$ cat src/rtl/rsz_pkg.sv
package rsz_pkg;
  localparam int NW       = 11;   // width of a ratio word
  localparam int FB       = 8;    // fractional phase bits
  localparam int N_MIN    = 64;
  localparam int N_MAX    = 1024;
  localparam int N_UNITY  = 256;

  typedef enum logic [1:0] {
    ST_FILL   = 2'd0,  // collecting one input line
    ST_DECIDE = 2'd1,  // vertical phase decides emit or skip
    ST_EMIT   = 2'd2   // replaying the stored line
  } rsz_state_e;

  function automatic logic [NW-1:0] clamp_ratio(input logic [NW-1:0] n);
    if (n < NW'(N_MIN))      return NW'(N_MIN);
    else if (n > NW'(N_MAX)) return NW'(N_MAX);
    else                     return n;
  endfunction
endpackage

$ cat src/rtl/rsz_ratio_latch.sv
module rsz_ratio_latch
  import rsz_pkg::*;
#(
  parameter int AXES = 2
) (
  input  logic                      clk,
  input  logic                      rst,
  input  logic                      load,
  input  logic [AXES-1:0][NW-1:0]   cfg,
  output logic [AXES-1:0][NW-1:0]   act
);
  logic [NW-1:0] clamped [AXES];

  for (genvar g = 0; g < AXES; g++) begin : g_axis
    assign clamped[g] = clamp_ratio(cfg[g]);
  end

  always_ff @(posedge clk) begin
    for (int k = 0; k < AXES; k++) begin
      if (rst)       act[k] <= NW'(N_UNITY);
      else if (load) act[k] <= clamped[k];
    end
  end
endmodule

$ cat src/rtl/rsz_line_store.sv
module rsz_line_store #(
  parameter int DW    = 8,
  parameter int DEPTH = 64,
  localparam int AW   = $clog2(DEPTH)
) (
  input  logic          clk,
  input  logic          we,
  input  logic [AW-1:0] waddr,
  input  logic [DW-1:0] wdata,
  input  logic [AW-1:0] raddr_a,
  input  logic [AW-1:0] raddr_b,
  output logic [DW-1:0] rdata_a,
  output logic [DW-1:0] rdata_b
);
  logic [DW-1:0] mem [DEPTH];

  always_ff @(posedge clk) begin
    if (we) mem[waddr] <= wdata;
  end

  assign rdata_a = mem[raddr_a];
  assign rdata_b = mem[raddr_b];
endmodule

$ cat src/rtl/rsz_lerp.sv
module rsz_lerp #(
  parameter int DW = 8,
  parameter int FB = 8
) (
  input  logic [DW-1:0] a,
  input  logic [DW-1:0] b,
  input  logic [FB-1:0] frac,
  output logic [DW-1:0] y
);
  localparam int SW = DW + FB;  // (2^DW-1)*2^FB + 2^(FB-1) fits in SW bits

  logic [FB:0]   inv;
  logic [SW-1:0] wa, wb, acc;

  always_comb begin
    inv = (FB+1)'(1 << FB) - {1'b0, frac};
    wa  = SW'(a) * SW'(inv);
    wb  = SW'(b) * SW'(frac);
    acc = wa + wb + SW'(1 << (FB-1));
    y   = DW'(acc >> FB);
  end
endmodule

$ cat src/rtl/rsz_top.sv
module rsz_top
  import rsz_pkg::*;
#(
  parameter int DW    = 8,
  parameter int MAX_W = 64,    // longest input line held
  parameter int MAX_H = 1024   // most input lines in a frame
) (
  input  logic          clk,
  input  logic          rst,
  input  logic [NW-1:0] cfg_h_n,
  input  logic [NW-1:0] cfg_v_n,
  input  logic          in_valid,
  output logic          in_ready,
  input  logic [DW-1:0] in_data,
  input  logic          in_sof,
  input  logic          in_sol,
  input  logic          in_eol,
  output logic          out_valid,
  input  logic          out_ready,
  output logic [DW-1:0] out_data,
  output logic          out_sof,
  output logic          out_sol,
  output logic          out_eol
);
  localparam int AW = $clog2(MAX_W);
  localparam int IW = AW + 2;            // integer part of horizontal phase
  localparam int PW = IW + FB;           // horizontal phase width
  localparam int LW = $clog2(MAX_H) + 1; // line index / vertical integer part
  localparam int VW = LW + FB;           // vertical phase width
  localparam logic [AW:0] WMAX = (AW+1)'(MAX_W);

  rsz_state_e    state;
  logic [AW:0]   wptr;
  logic [AW:0]   width;
  logic [LW-1:0] line_idx;
  logic [VW-1:0] vacc;
  logic [PW-1:0] hpos;
  logic          frame_first;

  logic          accept, fire, last_px;
  logic          wr_en;
  logic [AW-1:0] wr_addr;
  logic [PW-1:0] hpos_nxt;
  logic [IW-1:0] idx, idx_b;
  logic [DW-1:0] pix_a, pix_b, blended;
  logic [1:0][NW-1:0] cfg_pair, act_pair;
  logic [NW-1:0] n_h, n_v;

  assign in_ready = (state == ST_FILL);
  assign accept   = in_valid && in_ready;

  // ratio capture at frame start
  assign cfg_pair = {cfg_v_n, cfg_h_n};
  rsz_ratio_latch #(.AXES(2)) u_ratio (
    .clk (clk), .rst (rst), .load (accept && in_sof),
    .cfg (cfg_pair), .act (act_pair)
  );
  assign n_h = act_pair[0];
  assign n_v = act_pair[1];

  // line write side
  always_comb begin
    wr_addr = in_sol ? '0 : wptr[AW-1:0];
    wr_en   = accept && (in_sol || (wptr < WMAX));
  end

  // horizontal phase and neighbour selection
  always_comb begin
    idx      = hpos[PW-1:FB];
    idx_b    = ((idx + IW'(1)) < IW'(width)) ? idx + IW'(1) : idx;
    hpos_nxt = hpos + PW'(n_h);
    last_px  = hpos_nxt[PW-1:FB] >= IW'(width);
    fire     = (state == ST_EMIT) && (!out_valid || out_ready);
  end

  rsz_line_store #(.DW(DW), .DEPTH(MAX_W)) u_store (
    .clk     (clk),
    .we      (wr_en),
    .waddr   (wr_addr),
    .wdata   (in_data),
    .raddr_a (idx[AW-1:0]),
    .raddr_b (idx_b[AW-1:0]),
    .rdata_a (pix_a),
    .rdata_b (pix_b)
  );

  rsz_lerp #(.DW(DW), .FB(FB)) u_lerp (
    .a (pix_a), .b (pix_b), .frac (hpos[FB-1:0]), .y (blended)
  );

  // sequencing
  always_ff @(posedge clk) begin
    if (rst) begin
      state       <= ST_FILL;
      wptr        <= '0;
      width       <= '0;
      line_idx    <= '0;
      vacc        <= '0;
      hpos        <= '0;
      frame_first <= 1'b0;
    end else begin
      unique case (state)
        ST_FILL: if (accept) begin
          if (in_sof) begin
            line_idx    <= '0;
            vacc        <= '0;
            frame_first <= 1'b1;
          end
          if (in_sol)             wptr <= (AW+1)'(1);
          else if (wptr < WMAX)   wptr <= wptr + 1'b1;
          if (in_eol) begin
            if (in_sol)           width <= (AW+1)'(1);
            else if (wptr < WMAX) width <= wptr + 1'b1;
            else                  width <= WMAX;
            state <= ST_DECIDE;
          end
        end
        ST_DECIDE: begin
          if (vacc[VW-1:FB] == line_idx) begin
            hpos  <= '0;
            state <= ST_EMIT;
          end else begin
            line_idx <= line_idx + 1'b1;
            state    <= ST_FILL;
          end
        end
        ST_EMIT: if (fire) begin
          frame_first <= 1'b0;
          hpos        <= hpos_nxt;
          if (last_px) begin
            vacc  <= vacc + VW'(n_v);
            state <= ST_DECIDE;
          end
        end
        default: state <= ST_FILL;
      endcase
    end
  end

  // output register
  always_ff @(posedge clk) begin
    if (rst) begin
      out_valid <= 1'b0;
      out_data  <= '0;
      out_sof   <= 1'b0;
      out_sol   <= 1'b0;
      out_eol   <= 1'b0;
    end else if (fire) begin
      out_valid <= 1'b1;
      out_data  <= blended;
      out_sol   <= (hpos == '0);
      out_sof   <= frame_first && (hpos == '0);
      out_eol   <= last_px;
    end else if (out_ready) begin
      out_valid <= 1'b0;
    end
  end
endmodule

$ cat config.mk
export PLATFORM = sky130hd
export DESIGN_NAME = rsz_top
export DESIGN_NICKNAME = d
export VERILOG_FILES = /design/src/rtl/rsz_pkg.sv /design/src/rtl/rsz_ratio_latch.sv /design/src/rtl/rsz_line_store.sv /design/src/rtl/rsz_lerp.sv /design/src/rtl/rsz_top.sv
export SDC_FILE = /design/constraint.sdc
export NUM_CORES = 1
export LEC_CHECK = 0
export BUFFER_PORTS_ARGS = -buffer_cell sky130_fd_sc_hd__buf_2
export CAP_MARGIN = 30
export CORE_ASPECT_RATIO = 0.7
export CORE_MARGIN = 1
export CORE_UTILIZATION = 58
export DETAILED_ROUTE_END_ITERATION = 6
export PLACE_DENSITY = 0.77
export SKIP_CTS_REPAIR_TIMING = 1
export SYNTH_ARGS = -nofsm -noshare
export SYNTH_HDL_FRONTEND = slang
export SYNTH_SLANG_ARGS = --single-unit
$ cat constraint.sdc
create_clock -name clk -period 10.1 [get_ports clk]
set_clock_uncertainty 0.15 [all_clocks]
set_input_delay 1.01 -clock clk [delete_from_list [all_inputs] [get_ports clk]]
set_output_delay 1.01 -clock clk [all_outputs]
set_load 0.01 [all_outputs]
# Word-level counts from Yosys, hierarchy flattened
# Memories as Yosys holds them, arrays and structs flattened. A register that Yosys moved wholly into a read port is not among the register bits.
# Index checks and enable logic that the tools add are counted.
word_totals:
  reg_bits: 97
  mem_bits_rw: 512
  inputBits: 37
  out_inout_bits: 13
  word_cells: 102
  n_memories: 1
op_classes:
  n_addsub: 8
  n_mul: 2
  order_cmp: 7
  n_eq_ne: 10
  mux: 38
  n_reduce_logical: 22
memory_table:
  columns: ["name", "words", "word_bits", "read_ports", "rd_clocked_by_memory_dff", "wr", "line", "text"]
  rows:
  - ["u_store.mem", 64, 8, 2, 1, 1, "rsz_line_store.sv:15", "logic [DW-1:0] mem [DEPTH];"]
op_table:
  columns: ["cell", "n"]
  rows:
  - ["$mux W11", 7]
  - ["$mux W19", 4]
  - ["$pmux W19 S2", 1]
  - ["$mux W16", 2]
  - ["$pmux W16 S2", 1]
  - ["$mux W7", 4]
  - ["$mux W6", 4]
  - ["$gt A11 B11 Y1 const B", 2]
  - ["$lt A11 B7 Y1 const B", 2]
  - ["$pmux W11 S2", 1]
  - ["$add A19 B11 Y19", 1]
  - ["$add A16 B11 Y16", 1]
  - ["$add A16 B16 Y16", 1]
  - ["$add A16 B8 Y16 const B", 1]
  - ["$logic_not A16 Y1", 1]
  - ["$mul A8 B8 Y16", 1]
  - ["$mul A8 B9 Y16", 1]
  - ["$reduce_and A4 Y1", 3]
  - ["$add A11 B1 Y11 const B", 1]
  - ["$eq A11 B11 Y1", 1]
  - ["$mux W2", 5]
  - ["$reduce_bool A2 Y1", 5]
  - ["$reduce_and A3 Y1", 3]
  - ["$sub A9 B8 Y9 const A", 1]
  - ["other kinds (17)", 33]

# Logic depth before layout (Yosys ltp)
# Gate-level depths: netlist (run 1).
depth:
  depth_word: 7
  ltp_mapped: 40
  depth_no_buf: 36

# Cells and area by module
# A second synthesis (run 1) with hierarchy kept.
hier_totals:
  cells_unflattened: 2410
  hier_area_um2: 34355.4
modules_own_cells:
  columns: ["module", "instances", "cells_per_inst", "area_per_inst_um2", "seq_area_each_um2"]
  rows:
  - ["rsz_line_store", 1, 1195, 23954.2, 15374.7]
  - ["rsz_top", 1, 597, 4902.2, 1501.4]
  - ["rsz_lerp", 1, 524, 4634.4, 0.0]
  - ["rsz_ratio_latch", 1, 94, 864.6, 440.4]

# Worst setup path before layout (run 1)
# OpenSTA, ideal clock, no wires.
synth_path:
  path_type: "register to register"
  start: "register hpos[9]"
  end: "register out_data[4]"
  setup_ns: 0.123
  arrival_ns: 9.409
  t_required_ns: 9.827
  setup_slack_ns: 0.418
  stages_incl_launch_ff: 35
  path_buffers: 4
  synth_period_minus_slack_ns: 9.682
  path_cell_list: "dfxtp_1 buf_2 inv_1 nor3_1 nand3_1 xnor2_1 ha_1 and3_1 a2111oi_4 buf_2 nor2_1 a21oi_1 buf_6 buf_1 mux4_2 mux4_2 mux4_2 and2_1 fa_1 fa_1 inv_1 fa_1 inv_1 fa_1 fa_1 inv_1 fa_1 inv_1 ha_1 a2111o_1 o2111ai_1 o21ai_2 o31ai_1 xor2_1 o21ai_1"
synth_between:
  elab_chain_cells: 7
synth_rtl:
  columns: ["element", "line", "text"]
  rows:
  - ["start: declaration", "rsz_top.sv:37", "logic [PW-1:0] hpos;"]
  - ["start signal: assignment", "rsz_top.sv:129", "hpos <= hpos_nxt;"]
  - ["$add A8 B1 Y8", "rsz_top.sv:70", "idx_b = ((idx + IW'(1)) < IW'(width)) ? idx + IW'(1) : idx;"]
  - ["$lt A8 B7 Y1", "rsz_top.sv:70", null]
  - ["$mux W6 *", "rsz_top.sv:70", null]
  - ["$mem_v2 Z64 W8 *", null, null]
  - ["$mul A8 B8 Y16 *", "rsz_lerp.sv:18", "wb = SW'(b) * SW'(frac);"]
  - ["$add A16 B16 Y16 *", "rsz_lerp.sv:19", "acc = wa + wb + SW'(1 << (FB-1));"]
  - ["$add A16 B8 Y16 *", "rsz_lerp.sv:19", null]
  - ["end signal: assignment", "rsz_top.sv:150", "out_data <= blended;"]
  - ["end: declaration", "rsz_top.sv:20", "output logic [DW-1:0] out_data,"]
# Every way passes the cells marked *; elsewhere a longest branch is shown, timed or not.
# A chain may end at the register's enable or synchronous reset.

# Final worst setup path (run 1)
layout_path:
  start: "register hpos[8]"
  end: "register out_data[4]"
# The elaborated chain is that of the path after synthesis.

==> results by stage, run 1 <==
STA:
- The total count of max-transition violations in the final report is 0.
- The relative slew slack is 21.10%.
- In the final timing run, aggregate negative setup slack is 0 ns.
- The highest clock rate is ~100 MHz.
- Of the available clock period, the critical path in the final layout requires 97.21%.
- The post-route minimum period is 9.818 ns.
- The number of failing hold endpoints at the final stage was 0.
- At the pin with the least slew margin, the transition time is 1.176 ns.
- The final setup violation count is 0.

Power:
- The net load switching power is 0.001311 W.
- Across the VDD grid, the largest voltage drop is 0.1596 mV.
- Net switching is 23.50% of the power.
- Internal power comes to about 0.0043 W.
- The leakage power summed over all cells is ~14 nW.
- The share of total power in combinational logic is 9.9%.
- The share of power burned in the clock network is 40.5%.
- The design draws 0.005580 W.
- The power density over the cells is 144.1 nW/um^2.
- Registers are responsible for 49.6% of the overall power.

Setup path:
- The stage delay of the slowest cell on the critical path is around 0.57 ns.
- The data arrival time of the worst path is just over 10 ns.
- The slowest stage of the critical path is the sky130_fd_sc_hd__mux4_2 cell.
- The dominant cell type by count on the critical path is sky130_fd_sc_hd__fa_1.
- The worst setup path is captured at a register.
- The critical setup path kind is reg2reg.
- Along the worst path, the maximum fanout reaches 16.
- The type of element launching the critical path is a register.
- For the worst setup path, the data required time is about 10 ns.

Drt:
- The number of iterations in the first detailed-routing pass is 6.
- The total number of vias is 22,494.
- After detailed routing, the total wire length is 96.12 mm.
- In the final routed layout, each cell accounts on average for 29.79 um.
- Dividing the detail-routed via count by the number of cells gives about 7.
- After the first detailed-routing iteration, the DRC count stood at 3,431.
- For this run, design rule violations remaining after detail routing come to 0.
- The count of antenna-violating nets left after detailed routing is 0.

Layout:
- The proportion of layout cells with a drive suffix above 1 is 27.01%.
- The count of placed standard cells in the final layout, fillers left out is 3,227.
- In the final design database the tool counted around 2,600 nets.
- The number of antenna repair diodes is 0.
- Compared with the post-synthesis result, the final layout area differs by 12.39%.
- The final design instance area without fill is 38,730 um^2.

Synth:
- The most used flip-flop cell after synthesis is sky130_fd_sc_hd__edfxtp_1.
- The number of distinct standard cells referenced by the synthesized netlist is 68.
- The register area share after synthesis is 50.60%.
- Summed over all instances, the cell type with the most area after synthesis is sky130_fd_sc_hd__edfxtp_1.
- Yosys printed 0 warnings.
- Yosys attributes the largest share of cell area to sky130_fd_sc_hd__edfxtp_1, sky130_fd_sc_hd__mux4_2, sky130_fd_sc_hd__dfxtp_1.
- The synthesized design contains between 500 and 600 enable-type register cells.
- Dividing the synthesized area by the synthesized cell count gives 15.25 um^2.
- Counting every net in the synthesized netlist gives 2,505.
- The area of the mapped netlist is 34,460 um^2.
- Synthesis produced a netlist whose cell count is 2,260.
- The proportion of netlist area held by the largest area contributor is 44.61%.
- By count the netlist is led by sky130_fd_sc_hd__edfxtp_1, sky130_fd_sc_hd__mux4_2, sky130_fd_sc_hd__inv_1.
- The most frequently used cell type in the post-synthesis netlist is sky130_fd_sc_hd__edfxtp_1.
- The share of synthesized flip-flops with an asynchronous set or reset is 0%.
- In this run, synthesis produced a sequential element count of 615.

Placed design:
- The cell area after placement is ~36,000 um^2.
- The cell total after placement is 3,078.
- Detailed placement finished with a half-perimeter wire length of 63.80 mm.
- During placement, the flow inserted port buffers numbering 49.
- Routability-driven placement finished with a final weighted congestion of 0.9282.

Die:
- The die boundary width is just under 300 um.
- The boundary pin count is 50.
- Once the floorplan was initialized, standard cells occupied 58.89% of the core.
- The die covers 60,410 um^2.
- In this run the vertical extent of the chip is ~200 um.
- The total core area is 58,520 um^2.
- The number of placement rows is 74.

CTS:
- The H-tree level count is 2.
- The clock net in this run drives a total of 615 sinks.
- TritonCTS built the clock tree.
- The number of buffers created by CTS is 58.
- Clock-pin slew was measured on the worst setup and hold paths at 0.07 ns.
- The root buffer selected by CTS is sky130_fd_sc_hd__clkbuf_16.
- The longest clock path from root to sink contains 3 buffers.
- The clock reaches the later pin of the worst-skew pair after between 0.6 and 0.7 ns.

Status:
- The flow ran to the end, and the final reports show no timing, DRC or antenna violations.

GRT:
- The pin count of the biggest net entering global routing is 78.
- The via count of the first global-routing pass was 21,878.
- The global-route total usage across every layer is a little under a third.
- The first global-routing pass estimated 140.9 mm of wire.
- The number of antenna violations at the first check in global routing is 4.
- For this run the aggregate overflow at the end of global routing stands at 0.

Flow run:
- Across the run, the number of max-cap violations was 0.

Hold path:
- The class of the tightest hold or removal check is reg2reg.
metrics by stage:
step / hold WS (ns) / util (%) / setup slack (ns)
after floorplan: 0.2900 / - / 0.4178
after global placement: 0.2899 / 61.28 / 0.2774
after detailed placement: 0.2948 / 61.91 / 0.1940
after CTS: 0.3041 / 65.21 / 0.07842
after global routing: 0.3234 / 66.19 / -0.07847
final: 0.3022 / 66.19 / 0.2822
metal layers:
layer | up-vias | GRT usage [%] | routed length, um
li1 | 9032 | - | -
met1 | 11360 | 46.54 | 36220
met3 | 254 | 10.01 | 14480
met4 | 10 | 10.62 | 3243
met5 | - | 1.138 | 147
met2 | 1838 | 45.83 | 42040
flip-flops by register name, summed over array words and instances, names as in the netlist, named ones only:
| register | flops |
|---|---|
| frame_first | 1 |
| hpos | 16 |
| line_idx | 11 |
| out_data | 8 |
| out_eol | 1 |
| out_sof | 1 |
| out_sol | 1 |
| out_valid | 1 |
| state | 2 |
| u_ratio.act | 22 |
| u_store.mem | 512 |
| vacc | 19 |
| width | 7 |
| wptr | 7 |
power by group through the flow:
stage / Clock [W] / Combinational (W) / Sequential, W
floorplan: 0 / 0.000333 / 0.00282
global placement: 0 / 0.000475 / 0.00282
detailed placement: 0 / 0.000489 / 0.00282
CTS: 0.00226 / 0.000495 / 0.00277
global route: 0.00235 / 0.000585 / 0.00277
finish: 0.00226 / 0.000551 / 0.00277
layout by cell type, fill, tap and decap left out, types with 7 or more instances in the layout:
cell type	n
sky130_fd_sc_hd__buf_2	49
sky130_fd_sc_hd__o21ai_1	7
sky130_fd_sc_hd__nor4_1	12
sky130_fd_sc_hd__nand4_1	13
sky130_fd_sc_hd__nor2b_1	12
sky130_fd_sc_hd__a211oi_1	8
sky130_fd_sc_hd__clkinv_1	12
sky130_fd_sc_hd__nand2_1	109
sky130_fd_sc_hd__fa_1	102
sky130_fd_sc_hd__xnor2_1	42
sky130_fd_sc_hd__and2_1	69
sky130_fd_sc_hd__or3_1	9
sky130_fd_sc_hd__clkbuf_1	8
sky130_fd_sc_hd__clkinv_2	8
sky130_fd_sc_hd__nor2_1	155
sky130_fd_sc_hd__buf_12	20
sky130_fd_sc_hd__buf_6	26
sky130_fd_sc_hd__o21bai_1	13
sky130_fd_sc_hd__a21o_1	14
sky130_fd_sc_hd__mux4_2	348
sky130_fd_sc_hd__buf_4	79
sky130_fd_sc_hd__a22oi_1	7
sky130_fd_sc_hd__a22o_1	27
sky130_fd_sc_hd__xor2_1	32
sky130_fd_sc_hd__bufinv_16	8
sky130_fd_sc_hd__dfxtp_1	96
sky130_fd_sc_hd__o21ai_0	23
sky130_fd_sc_hd__clkbuf_16	62
sky130_fd_sc_hd__a31oi_1	12
sky130_fd_sc_hd__mux2i_1	8
sky130_fd_sc_hd__and3_1	10
sky130_fd_sc_hd__nand3_1	36
sky130_fd_sc_hd__edfxtp_1	512
sky130_fd_sc_hd__a21oi_1	60
sky130_fd_sc_hd__ha_1	104
sky130_fd_sc_hd__nor3_1	22
sky130_fd_sc_hd__nand2b_1	10
sky130_fd_sc_hd__inv_1	169
critical path: cells and delay by family (launching register included):
kind	cells	cell delay [ns]
and+or+nand+nor	4	0.80
DFF	1	0.41
buffers and inverters	8	0.99
AOI/OAI and AO/OA	7	1.73
muxes	3	1.67
xor gates and xnor gates	2	0.31
adders and majority gates	9	3.59
cell type report:
class | instances | area (um^2)
timing repair buffer | 182 | 1704
clock inverter | 41 | 450.4
sequential | 615 | 17450
tap | 798 | 998.5
multi-input combinational | 1355 | 16010
clock buffer | 66 | 1481
fill | 3941 | 19780
inverter | 170 | 638.1
kinds of logic after synthesis:
group           count (synthesis)  synth area share [%]
buf+inv                       290                 3.297
simple gates                  490                 6.887
compound gates                220                 4.353
mux                           361                 23.14
flops                         615                 50.60
xor+xnor                       76                 1.953
fa+ha+maj                     208                 9.774
path summary, 6_finish.rpt:
check	start	endpoint	slack (ns)	cells past startpoint
hold / removal	out_sol	out_sol	0.30	2
hold reg to reg	out_sol	out_sol	0.30	2
setup reg to reg	hpos[8]	out_data[4]	0.28	33
setup / recovery	hpos[8]	out_data[4]	0.28	33
No activity file was read; power rests on OpenSTA's default activity.
==> run 2: changes to the inputs <==
==> constraint.sdc (replaced) <==
create_clock -name clk -period 8 [get_ports clk]
set_clock_uncertainty 0.15 [all_clocks]
set_input_delay 0.8 -clock clk [delete_from_list [all_inputs] [get_ports clk]]
set_output_delay 0.8 -clock clk [all_outputs]
set_load 0.01 [all_outputs]
==> results by stage, run 2 (synthesized netlist as in run 1, its figures left out) <==
Status:
- The run finished, with violations left.
- The checks that failed: negative setup slack.

Hold path:
- The min-delay analysis places its worst path in the category in2reg.

Setup path:
- The data arrival time of the worst path came to 9.83 ns (-0.32 ns).
- The critical-path maximum fanout is 8 (-8).
- The total buffers and inverters traversed by the critical path was 10 (+2).
- Counting stages on the worst path, the most repeated cell is sky130_fd_sc_hd__fa_1.
- The family with the most delay on the worst path is adder cells.
- The type of element launching the critical path is a register.
- The critical setup path kind is reg2reg.
- The cell with the largest stage delay on the worst path is sky130_fd_sc_hd__mux4_2.
- The data required time at the worst endpoint was 8.33 ns (-2.10 ns).
- The kind of capture point of the worst setup path is a register.
- The stage delay of the slowest cell on the critical path is 0.60 ns (+0.03 ns).

GRT:
- The via count of the first global-routing pass is 22,264 (+1.8%).
- The sum of overflow across all layers after global routing came to 0 (unchanged).
- The global-route wire length before repair came to 143.3 mm (+1.7%).
- The pin count of the biggest net entering global routing came to 65 (-17%).
- The global-route total usage across every layer came to 32.38% (+0.45 points).
- The number of antenna violations at the first check in global routing is 1 (-3).

STA:
- The measured slew at the worst slew-check pin was 1.177 ns (+0.001819 ns).
- The worst hold slack came to 0.2437 ns (-0.05844 ns).
- Setup repair after global routing could not meet its margin everywhere.
- The period utilization is 118.8% (+22 points).
- The relative slew slack is 20.99% (-0.12 points).
- The highest clock rate was 105.2 MHz (+3.3%).
- The final setup violation count is 8 (+8).
- The sum of negative setup slack is -11.46 ns (-11.46 ns).
- The total count of max-transition violations in the final report was 0 (unchanged).
- The number of failing hold endpoints at the final stage came to 0 (unchanged).
- The post-route minimum period came to 9.505 ns (-0.3128 ns).
- The minimum setup slack in the final design is -1.505 ns (-1.787 ns).

Die:
- The total core area came to 58,520 um^2 (unchanged).
- The die boundary width is 293.3 um (unchanged).
- The number of placement rows came to 74 (unchanged).
- The initial core utilization is 58.89% (unchanged).
- The boundary pin count is 50 (unchanged).
- The overall die area is 60,410 um^2 (unchanged).
- The vertical die dimension is 205.9 um (unchanged).

Layout:
- Leaving out fill and tap cells, the most frequent cells in the layout are sky130_fd_sc_hd__edfxtp_1, sky130_fd_sc_hd__mux4_2, sky130_fd_sc_hd__inv_1, sky130_fd_sc_hd__buf_4, sky130_fd_sc_hd__nor2_1.
- The fill cell total of the finished layout is 3,816 (-3.2%).
- Relative to the synthesized area, the layout overhead comes to 16.15%.
- The commonest non-fill, non-tap cell in the layout is sky130_fd_sc_hd__edfxtp_1.
- The number of flip-flops in the largest register came to 512 (unchanged).
- The number of nets in the final layout was 2,732 (+4.0%).
- The proportion of layout cells with a drive suffix above 1 is 31.57% (+4.6 points).
- The largest registers in the layout are u_store.mem: 512 flops, u_ratio.act: 22 flops, vacc: 19 flops.
- The count of placed standard cells in the final layout, fillers left out is 3,333 (+3.3%).
- Counting flops per register, the top entry is u_store.mem.

Drt:
- The detailed-route vias per instance is 6.856 (-1.6%).
- The sum of routed wire length over all layers is 97.29 mm (+1.2%).
- The total number of vias is 22,852 (+1.6%).
- The DRC violations left is 0 (unchanged).
- The number of iterations in the first detailed-routing pass came to 7 (+1).
- The number of DRC markers after the initial detailed-route iteration is 3,044 (-11%).
- The count of antenna-violating nets left after detailed routing came to 0 (unchanged).
- The final routed wire length divided by cell count came to 29.19 um (-2.0%).

CTS:
- The root buffer selected by CTS is sky130_fd_sc_hd__clkbuf_16.
- The number of buffers created by CTS came to 58 (unchanged).
- The H-tree level count is 2 (unchanged).
- The number of sinks driven by the clock tree is 615 (unchanged).
- The maximum clock insertion buffer count is 3 (unchanged).
- The clock transition at the register clock pins on the worst setup and hold paths after CTS is 0.07 ns (about the same).
- The clock tree from TritonCTS is done.
- The worst-skew pair later-pin latency came to 0.64 ns (about the same).

Placed design:
- The routability congestion estimate was 0.9373 (+0.98%).
- The number of buffers added on ports was 49 (unchanged).
- The detailed-placement wirelength estimate was 67.06 mm (+5.1%).
- The cell total after placement came to 3,189 (+3.6%).

Power:
- The power density over the cells is 179.0 nW/um^2 (+24%).
- The leakage power summed over all cells came to 14.38 nW (+4.8%).
- The peak supply drop is 0.3220 mV (+100%).

Flow run:
- The number of violations of the max-capacitance limit is 0 (unchanged).
## run 2: path summary, 6_finish.rpt
check	startpoint	to	slack, ns	cells after the start
worst max-delay path	hpos[9]	out_data[4]	-1.50	34
worst min-delay path	cfg_h_n[1]	u_ratio.act[1]	0.24	2
worst max register to register	hpos[9]	out_data[4]	-1.50	34
worst min register to register	out_sol	out_sol	0.30	2
## run 2: area by class of cell
class | instances | area [um^2] | share of cell area [%]
antenna | 1 | 2.502 | 0.006252
multi-input combinational | 1355 | 16210 | 40.49
clock inverter | 38 | 469.2 | 1.172
timing repair buffer | 287 | 2736 | 6.836
inverter | 170 | 643.1 | 1.607
tap | 798 | 998.5 | 2.494
clock buffer | 69 | 1514 | 3.782
sequential | 615 | 17460 | 43.61
## run 2: power breakdown
| part | switching (W) | total, W | internal [W] |
|---|---|---|---|
| sequential | 0.0000142 | 0.00349 | 0.00348 |
| clock | 0.00127 | 0.00292 | 0.00165 |
| combinational | 0.000397 | 0.000756 | 0.000359 |
| total | 0.00168 | 0.00716 | 0.00549 |
## run 2: stage by stage
| step | cell area [um^2] | worst slack (ns) | total power (W) | util, % |
|---|---|---|---|---|
| after global routing | 40030 | -1.797 | 0.007327 | 68.40 |
| after CTS | 39310 | -1.583 | 0.007108 | 67.17 |
| final | 40030 | -1.505 | 0.007163 | 68.41 |
| after global placement | 36990 | -1.303 | 0.004221 | 63.22 |
| after detailed placement | 37320 | -1.437 | 0.004240 | 63.78 |
| after floorplan | 34720 | -0.8618 | 0.003989 | - |
## run 2: per-layer routing
layer,vias to the layer above,part of all wire (%),global-route usage (%)
met5,-,0.013,0
met4,2,2.8,8.798
met3,204,14,9.958
met2,1767,45,48.48
met1,11636,38,46.42
li1,9243,-,-
